### src/rtl/pinbank_pkg.sv
package pinbank_pkg;

    localparam int unsigned BUS_W = 32;

    // Byte offsets of the register words; software depends on these.
    localparam int unsigned OFS_LEVEL  = 'h00;
    localparam int unsigned OFS_DIR    = 'h04;
    localparam int unsigned OFS_ENABLE = 'h08;
    localparam int unsigned OFS_STATUS = 'h0C;
    localparam int unsigned OFS_PEND   = 'h10;
    localparam int unsigned OFS_ACK    = 'h14;
    localparam int unsigned OFS_MODE   = 'h18;
    localparam int unsigned OFS_POL    = 'h1C;
    localparam int unsigned OFS_VER    = 'h20;
    localparam int unsigned OFS_ANY    = 'h24;

    // Per-pin trigger configuration.
    typedef struct packed {
        logic edge_mode;   // 0: level, 1: edge
        logic polarity;    // level: 1 high / 0 low; edge: 1 rise / 0 fall
        logic any_edge;    // with edge_mode, fire on either transition
    } trig_cfg_t;

    function automatic logic trig_fire(trig_cfg_t c, logic cur, logic prev);
        logic fire;
        if (!c.edge_mode)
            fire = c.polarity ? cur : ~cur;
        else if (c.any_edge)
            fire = cur ^ prev;
        else if (c.polarity)
            fire = cur & ~prev;
        else
            fire = ~cur & prev;
        return fire;
    endfunction

endpackage

### src/rtl/pinbank_sync.sv
module pinbank_sync #(
    parameter int unsigned W = 32
) (
    input  logic         clk,
    input  logic         rst,
    input  logic [W-1:0] pad,
    output logic [W-1:0] cur,
    output logic [W-1:0] prev
);
    logic [W-1:0] meta_q;
    logic [W-1:0] cur_q;
    logic [W-1:0] prev_q;

    always_ff @(posedge clk) begin
        if (rst) begin
            meta_q <= '0;
            cur_q  <= '0;
            prev_q <= '0;
        end else begin
            meta_q <= pad;
            cur_q  <= meta_q;
            prev_q <= cur_q;
        end
    end

    assign cur  = cur_q;
    assign prev = prev_q;
endmodule

### src/rtl/pinbank_trig.sv
module pinbank_trig
    import pinbank_pkg::*;
(
    input  trig_cfg_t cfg,
    input  logic      cur,
    input  logic      prev,
    output logic      fire
);
    always_comb fire = trig_fire(cfg, cur, prev);
endmodule

### src/rtl/pinbank_evt.sv
module pinbank_evt #(
    parameter int unsigned W = 32
) (
    input  logic         clk,
    input  logic         rst,
    input  logic [W-1:0] fire,
    input  logic         ack_we,
    input  logic [W-1:0] ack_mask,
    input  logic [W-1:0] enable,
    output logic [W-1:0] status,
    output logic [W-1:0] pending,
    output logic         irq
);
    logic [W-1:0] status_q;
    logic [W-1:0] ack_bits;

    assign ack_bits = ack_we ? ack_mask : '0;

    // A firing source wins over an acknowledge in the same cycle.
    always_ff @(posedge clk) begin
        if (rst) status_q <= '0;
        else     status_q <= (status_q & ~ack_bits) | fire;
    end

    assign status  = status_q;
    assign pending = status_q & enable;
    assign irq     = |pending;

    // every firing source is latched on the next edge
    p_fire_latched_r4: assert property (@(posedge clk) disable iff (rst)
        (fire != '0) |=> ((status & $past(fire)) == $past(fire)));

    // an acknowledged bit with no new event is cleared
    p_ack_clears_r7: assert property (@(posedge clk) disable iff (rst)
        ((ack_bits & ~fire) != '0) |=> ((status & $past(ack_bits & ~fire)) == '0));

    // bits not acknowledged keep their value
    p_hold_unacked_r7: assert property (@(posedge clk) disable iff (rst)
        1'b1 |=> ((status & $past(status & ~ack_bits)) == $past(status & ~ack_bits)));
endmodule

### src/rtl/pinbank_ctrl.sv
module pinbank_ctrl
    import pinbank_pkg::*;
#(
    parameter int unsigned NPINS   = 32,
    parameter int unsigned ADDR_W  = 8,
    parameter int unsigned VERSION = 3
) (
    input  logic              clk,
    input  logic              rst,
    input  logic [ADDR_W-1:0] bus_addr,
    input  logic              bus_we,
    input  logic [BUS_W-1:0]  bus_wdata,
    output logic [BUS_W-1:0]  bus_rdata,
    input  logic [NPINS-1:0]  pin_in,
    output logic [NPINS-1:0]  pin_out,
    output logic [NPINS-1:0]  pin_oe,
    output logic              irq
);
    localparam logic [ADDR_W-1:0] A_LEVEL  = ADDR_W'(OFS_LEVEL);
    localparam logic [ADDR_W-1:0] A_DIR    = ADDR_W'(OFS_DIR);
    localparam logic [ADDR_W-1:0] A_ENABLE = ADDR_W'(OFS_ENABLE);
    localparam logic [ADDR_W-1:0] A_STATUS = ADDR_W'(OFS_STATUS);
    localparam logic [ADDR_W-1:0] A_PEND   = ADDR_W'(OFS_PEND);
    localparam logic [ADDR_W-1:0] A_ACK    = ADDR_W'(OFS_ACK);
    localparam logic [ADDR_W-1:0] A_MODE   = ADDR_W'(OFS_MODE);
    localparam logic [ADDR_W-1:0] A_POL    = ADDR_W'(OFS_POL);
    localparam logic [ADDR_W-1:0] A_VER    = ADDR_W'(OFS_VER);
    localparam logic [ADDR_W-1:0] A_ANY    = ADDR_W'(OFS_ANY);

    logic [NPINS-1:0] level_q, dir_q, enable_q, mode_q, pol_q, any_q;
    logic [NPINS-1:0] wbits;
    logic [NPINS-1:0] sync_cur, sync_prev, fire;
    logic [NPINS-1:0] status, pending;
    logic             ack_we;

    assign wbits  = bus_wdata[NPINS-1:0];
    assign ack_we = bus_we && (bus_addr == A_ACK);

    always_ff @(posedge clk) begin
        if (rst) begin
            level_q  <= '0;
            dir_q    <= '1;
            enable_q <= '0;
            mode_q   <= '0;
            pol_q    <= '1;
            any_q    <= '0;
        end else if (bus_we) begin
            if (bus_addr == A_LEVEL)  level_q  <= wbits;
            if (bus_addr == A_DIR)    dir_q    <= wbits;
            if (bus_addr == A_ENABLE) enable_q <= wbits;
            if (bus_addr == A_MODE)   mode_q   <= wbits;
            if (bus_addr == A_POL)    pol_q    <= wbits;
            if (bus_addr == A_ANY)    any_q    <= wbits;
        end
    end

    pinbank_sync #(.W(NPINS)) u_sync (
        .clk  (clk),
        .rst  (rst),
        .pad  (pin_in),
        .cur  (sync_cur),
        .prev (sync_prev)
    );

    for (genvar i = 0; i < NPINS; i++) begin : g_pin
        trig_cfg_t cfg;
        assign cfg = '{edge_mode: mode_q[i], polarity: pol_q[i], any_edge: any_q[i]};
        pinbank_trig u_trig (
            .cfg  (cfg),
            .cur  (sync_cur[i]),
            .prev (sync_prev[i]),
            .fire (fire[i])
        );
    end

    pinbank_evt #(.W(NPINS)) u_evt (
        .clk      (clk),
        .rst      (rst),
        .fire     (fire),
        .ack_we   (ack_we),
        .ack_mask (wbits),
        .enable   (enable_q),
        .status   (status),
        .pending  (pending),
        .irq      (irq)
    );

    always_comb begin
        bus_rdata = '0;
        case (bus_addr)
            A_LEVEL:  bus_rdata = BUS_W'(sync_cur);
            A_DIR:    bus_rdata = BUS_W'(dir_q);
            A_ENABLE: bus_rdata = BUS_W'(enable_q);
            A_STATUS: bus_rdata = BUS_W'(status);
            A_PEND:   bus_rdata = BUS_W'(pending);
            A_MODE:   bus_rdata = BUS_W'(mode_q);
            A_POL:    bus_rdata = BUS_W'(pol_q);
            A_VER:    bus_rdata = BUS_W'(VERSION);
            A_ANY:    bus_rdata = BUS_W'(any_q);
            default:  bus_rdata = '0;
        endcase
    end

    assign pin_out = level_q;
    assign pin_oe  = ~dir_q;

    // a direction write shows on pin_oe one cycle later
    p_dir_to_oe_r1: assert property (@(posedge clk) disable iff (rst)
        (bus_we && bus_addr == A_DIR) |=> (pin_oe == ~$past(wbits)));

    // interrupt line is low on the first cycle after reset
    p_irq_quiet_r8: assert property (@(posedge clk)
        $fell(rst) |-> !irq);
endmodule

### config.mk
export PLATFORM = sky130hd
export DESIGN_NAME = pinbank_ctrl
export DESIGN_NICKNAME = d
export VERILOG_FILES = /design/src/rtl/pinbank_pkg.sv /design/src/rtl/pinbank_sync.sv /design/src/rtl/pinbank_trig.sv /design/src/rtl/pinbank_evt.sv /design/src/rtl/pinbank_ctrl.sv
export SDC_FILE = /design/constraint.sdc
export NUM_CORES = 1
export LEC_CHECK = 0
export BUFFER_PORTS_ARGS = -buffer_cell sky130_fd_sc_hd__buf_2
export CAP_MARGIN = 15
export CORE_AREA = 2 2 174 176
export CTS_CLUSTER_SIZE = 20
export DETAILED_ROUTE_END_ITERATION = 8
export DIE_AREA = 0 0 176 178
export PLACE_DENSITY = 0.76
export SLEW_MARGIN = 10
export SYNTH_ARGS = -nofsm -noshare
export SYNTH_HDL_FRONTEND = slang
export SYNTH_HIERARCHICAL = 1
export SYNTH_SLANG_ARGS = --single-unit
### constraint.sdc
create_clock -name clk -period 2.7 [get_ports clk]
set_clock_uncertainty 0.05 [all_clocks]
set_input_delay 0.135 -clock clk [delete_from_list [all_inputs] [get_ports clk]]
set_output_delay 0.135 -clock clk [all_outputs]
set_load 0.01 [all_outputs]
======== After elaboration in Yosys (flattened, before gate mapping) ========
Index checks and enable logic that the tools add are counted.
storage, ports and cells
  bits in registers ....................... 320
  latch bits .............................. 0
  RAM bits ................................ 0
  ROM bits ................................ 0
  output and inout port bits .............. 97
  logic and storage cells ................. 323
  memories ................................ 0
operators by class
  add/sub/neg operators ................... 0
  multipliers ............................. 0
  div/mod/pow operators ................... 0
  order comparisons ....................... 0
  eq/ne operators ......................... 9
  shift operators ......................... 0
  mux-type cells .......................... 130
  bitwise gates (word level) .............. 165
  reduce and logical (&&, ||, !) cells .... 9
operators with widths
  cell                  count
  $pmux W32 S9          1
  $mux W1               128
  $and A1 B1 Y1         64
  $and A32 B32 Y32      2
  $not A1 Y1            64
  $not A32 Y32          2
  $eq A8 B5 Y1 const B  4
  $mux W32              1
  $or A32 B32 Y32       1
  $reduce_or A32 Y1     1
  $xor A1 B1 Y1         32
  $eq A8 B4 Y1 const B  2
  $eq A8 B6 Y1 const B  2
  $reduce_and A2 Y1     6
  $eq A8 B3 Y1 const B  1
  $logic_not A8 Y1      1
  $logic_and A1 B1 Y1   1

======== Longest topological paths before layout ========
  depth in word-level cells ............... 6
  gate-level depth with buffers ........... 8

======== Hierarchy ========
The synthesis kept the hierarchy.
by module, submodules not included
  module        times used  cells each  area each (µm²)  sequential area each (µm²)
  pinbank_ctrl  1           1140        9024.9           3843.7
  pinbank_sync  1           202         2600.0           1921.8
  pinbank_trig  32          9           73.8             0.0
  pinbank_evt   1           179         1361.3           640.6

======== Least setup slack after synthesis ========
OpenSTA, ideal clock, no wires.
  path type ............................... reg-to-output
  start point ............................. register u_evt.status_q[25], in the netlist u_evt/status[25]
  end point ............................... output irq
  arrival time ............................ 1910 ps
  setup slack ............................. 605 ps
  stages on the path, launching flop included .. 5
  cells stage by stage .................... dfxtp_1 > and2_4 > or4_1 > or4_1 > or4_1
between the ends
  word-level cells in the longest chain between the ends .. 2
RTL lines
  what                      RTL line            source
  start: declaration        pinbank_evt.sv:14   logic [W-1:0] status_q;
  start signal: assignment  pinbank_evt.sv:22   else status_q <= (status_q & ~ack_bits) | fire;
  $and A32 B32 Y32          pinbank_evt.sv:26   assign pending = status_q & enable;
  net pending[25]           pinbank_ctrl.sv:33  logic [NPINS-1:0] status, pending;
  $reduce_or A32 Y1         pinbank_evt.sv:27   assign irq = |pending;
  end: declaration          pinbank_ctrl.sv:17  output logic irq
The timed path passes the listed nets, and every way through them passes these cells.

======== Worst setup path in the final report ========
  start point ............................. register u_evt.status_q[4], in the netlist u_evt/status[4]
  end point ............................... output irq
Same word-level chain as after synthesis.

==> impl_metrics.toml <==
[synth]
syn_inst = 1809
synthMuxAreaShare_pct = 7.44
synth_compound_area_share_pct = 17.6
synth_edf_count = 0
ys_warn_count = 6
synth_top_family_by_area = "simple AND/OR/NAND/NOR gates"
netlist_area_mm2 = 0.0153
synth_xor_area_share_pct = 1.83
synth_seq_area_share_pct = 41.7
async_flop_share_pct = 0
synth-simple-area-share_pct = 19.8
syn_avg_cell_area_um2 = 8.48
synth_adder_area_share_pct = 5.22
synth_seq_cells = 320
synth_cell_types = 51
ys_dominant_reg_cell = "dfxtp_1"
synth.net_count = 1948

[routing]
wl_met2_mm = 21.2
top_layer = "met5"
wl_met3_mm = 4.42
drtIter0Drc = 1386
vias = 14200
dr.pass1.iters = 6
drc = 0
ant_nets = 0
wl_per_cell_um = 19.1
viasPerCell = 5.83
totalWireLength_mm = 46.5
wl_met1_mm = 18.7

[sta]
fin_ws_ns = -0.190
fin_crit_sh_pct = 107
setup_viol = 1
hold_viol = 0
finalCriticalPeriod_ns = 2.89
maxSlewHeadroom_pct = 52.9
fin_tns_setup_ns = -0.190
fmax_mhz = 346
rsz0062_at_grt = "true"
drv_slew = 0
worst_slew_pin_slew_ns = 0.707

[clock_tree]
cts_buffers = 35
cts_tree = "yes"
clock-root-buffer = "clkbuf_16"
clock_latency_ns = 0.51
htree_levels = 2
cts_setup_buffers = 0
cts.clk_slew.worst_paths_ns = 0.06
clock_sinks = 320
clk_path_buf_depth = 3

[worst_setup_path]
critPathTopFamily = "simple AND/OR/NAND/NOR gates"
worst_setup_path_end_kind = "primary output"
critPathArrivalTime_ns = 2.70
critPathMaxStageDelay_ns = 0.59
startpoint_type = "register"
crit_slowest_cell = "or4_4"
worst-path-buf-inv = 1
crit_chain = "and2_4 > or4_4 > or4_4 > or4_4 > buf_6"
worstPathRequired_ns = 2.52
crit_top_cell = "or4_4"
cp_max_fo = 3
critical_path_class = "reg2out"

[power_and_ir_drop]
power_frac_clock_pct = 47.2
combPwrFrac_pct = 7.0
power_mw = 10.6
internal-power_mw = 8.22
switching_share_pct = 22.8
p_seq_share_pct = 45.8
power_leakage_nw = 7.71
power-per-cell-area_mw_per_mm2 = 573
switching_power_mw = 2.43
peakVddDrop_mv = 0.626

[final_layout]
drive_above_1_share_pct = 18.6
area_growth_pct = 21.1
nets = 2168
fillCellCount = 2378

[floorplanning]
die_h_um = 178
io_pins = 172
num_rows = 63
fp.dieW_um = 176
core-area_mm2 = 0.0294
dieArea_mm2 = 0.0313
start_util_pct = 52.2

[grt]
antenna_found_initial = 2
grt_usage_pct = 29.4
overflow = 0
grt_pass1_wl_mm = 72.9
grt_max_degree = 89
grt_pass1_vias = 13600

[placed_design]
port_buffers = 171
hpwl_mm = 30.8
gp_congestion = 0.910

[status]
violations = "negative setup slack"
outcome = "finished, violations left"

[flow_run]
cap_violations = 0

[worst_hold_path]
hold_path_class = "in2reg"
## metal layers
metal  global-route usage (%)  vias up
met5                        0        -
met3                     5.65      171
met4                     14.0        2
met2                     48.5      785
met1                     37.1     6685
li1                         -     6597
## registers in the layout, indices dropped and copies added, names as in the netlist
| name | cells |
|---|---|
| u_sync/prev | 32 |
| mode_q | 32 |
| pin_out | 32 |
| u_evt/status | 32 |
| pol_q | 32 |
| u_sync/cur | 32 |
| enable_q | 32 |
| dir_q | 32 |
| any_q | 32 |
| u_sync/meta_q | 32 |
## stage by stage
step / std cells / hold WS [ns] / cell area [um2] / utilization [%] / setup slack, ns
floorplan: 1809 / 0.157 / 15300 / - / 0.605
global placement: 2313 / 0.292 / 16600 / 56.6 / 0.215
detailed placement: 2313 / 0.298 / 16600 / 56.6 / 0.211
CTS: 2442 / 0.169 / 18600 / 63.2 / -0.176
global route: 2442 / 0.184 / 18600 / 63.2 / -0.235
finish: 2443 / 0.198 / 18600 / 63.2 / -0.190
## area by class of cell
| type | count | area [um2] | share of cell area [%] |
|---|---|---|---|
| Timing Repair Buffer | 301 | 2030 | 10.9 |
| Multi-Input combinational cell | 1255 | 8000 | 43.0 |
| Sequential cell | 320 | 6410 | 34.5 |
| Antenna cell | 1 | 2.50 | 0.0135 |
| Inverter | 116 | 435 | 2.34 |
| Clock inverter | 13 | 175 | 0.942 |
| Clock buffer | 47 | 1040 | 5.61 |
| Tap cell | 390 | 488 | 2.63 |
## tightest hold or removal path: cells and delay by family
kind / cells / cell delay (ns)
buf+inv: 1 / 0.31
compound gates: 1 / 0.08
simple gates: 1 / 0.18
## cells in the final DEF (no fill, tap or decap), types with 4 or more instances in the layout
cell type,Yosys,layout
nand2_1,337,337
dfxtp_1,320,318
a21oi_1,195,195
buf_2,46,169
inv_1,116,116
nor2b_1,101,101
dlygate4sd3_1,0,69
ha_1,64,64
buf_4,3,60
nor2_1,62,59
a22oi_1,52,52
clkbuf_16,0,37
nand4_1,35,35
o21ai_1,33,33
o211ai_1,33,33
mux2i_1,32,32
xor2_1,32,32
mux2_1,32,32
o211ai_2,32,32
and2_1,33,31
mux2_2,29,29
o21ai_0,29,29
nor3_1,20,20
o22ai_1,16,16
a221o_1,10,10
nand3_1,9,9
o22a_1,8,8
clkbuf_8,0,8
or4_1,10,6
mux4_2,6,6
clkinv_2,0,6
or3_1,5,5
a22o_1,4,4
or2_2,4,4
a211o_1,4,4
bufinv_16,0,4
and2_4,2,4
or4_4,0,4
## Yosys cell counts, types with 33 or more instances
| master | instances | share of area (%) |
|---|---|---|
| nand2_1 | 337 | 8.2 |
| dfxtp_1 | 320 | 42 |
| a21oi_1 | 195 | 6.4 |
| inv_1 | 116 | 2.8 |
| nor2b_1 | 101 | 4.1 |
| ha_1 | 64 | 5.2 |
| clkbuf_1 | 63 | 1.5 |
| nor2_1 | 62 | 1.5 |
| a22oi_1 | 52 | 2.5 |
| buf_2 | 46 | 1.5 |
| nand4_1 | 35 | 1.4 |
| and2_1 | 33 | 1.3 |
| o211ai_1 | 33 | 1.6 |
| o21ai_1 | 33 | 1.1 |
## logic make-up (layout without fill, tap and decap cells)
kind of cell,Yosys count,count (layout)
compound gates,421,421
xor+xnor,32,32
fa+ha+maj,64,64
buf+inv,234,477
flops,320,320
mux,99,99
other cells,0,1
simple gates,639,639
## power groups by stage
stage | Combinational [mW] | Sequential [mW] | Clock (mW)
floorplan | 0.398 | 4.96 | 0
global placement | 0.627 | 4.97 | 0
global route | 0.802 | 4.89 | 5.28
CTS | 0.727 | 4.87 | 5.09
finish | 0.745 | 4.88 | 5.02
detailed placement | 0.646 | 4.98 | 0
## worst paths after layout
path	start	endpoint	slack (ns)	cells past startpoint
worst min register to register	u_sync/meta_q[13]$_SDFF_PP0_	u_sync/cur[13]$_SDFF_PP0_	0.38	1
worst max register to register	u_sync/cur[23]$_SDFF_PP0_	u_evt/status[23]$_SDFF_PP0_	1.02	7
worst max-delay path	u_evt/status[4]$_SDFF_PP0_	irq	-0.19	5
worst min-delay path	bus_we	dir_q[2]$_SDFFE_PP1P_	0.20	3
## what timing repair did
item                       in CTS  in global routing
hold buffers                   69                  0
pin swaps                       1                  1
setup endpoints to repair       1                  1
gates resized for setup         8                  1
hold endpoints to repair      260                  0
Power figures use the tool's default switching activity.
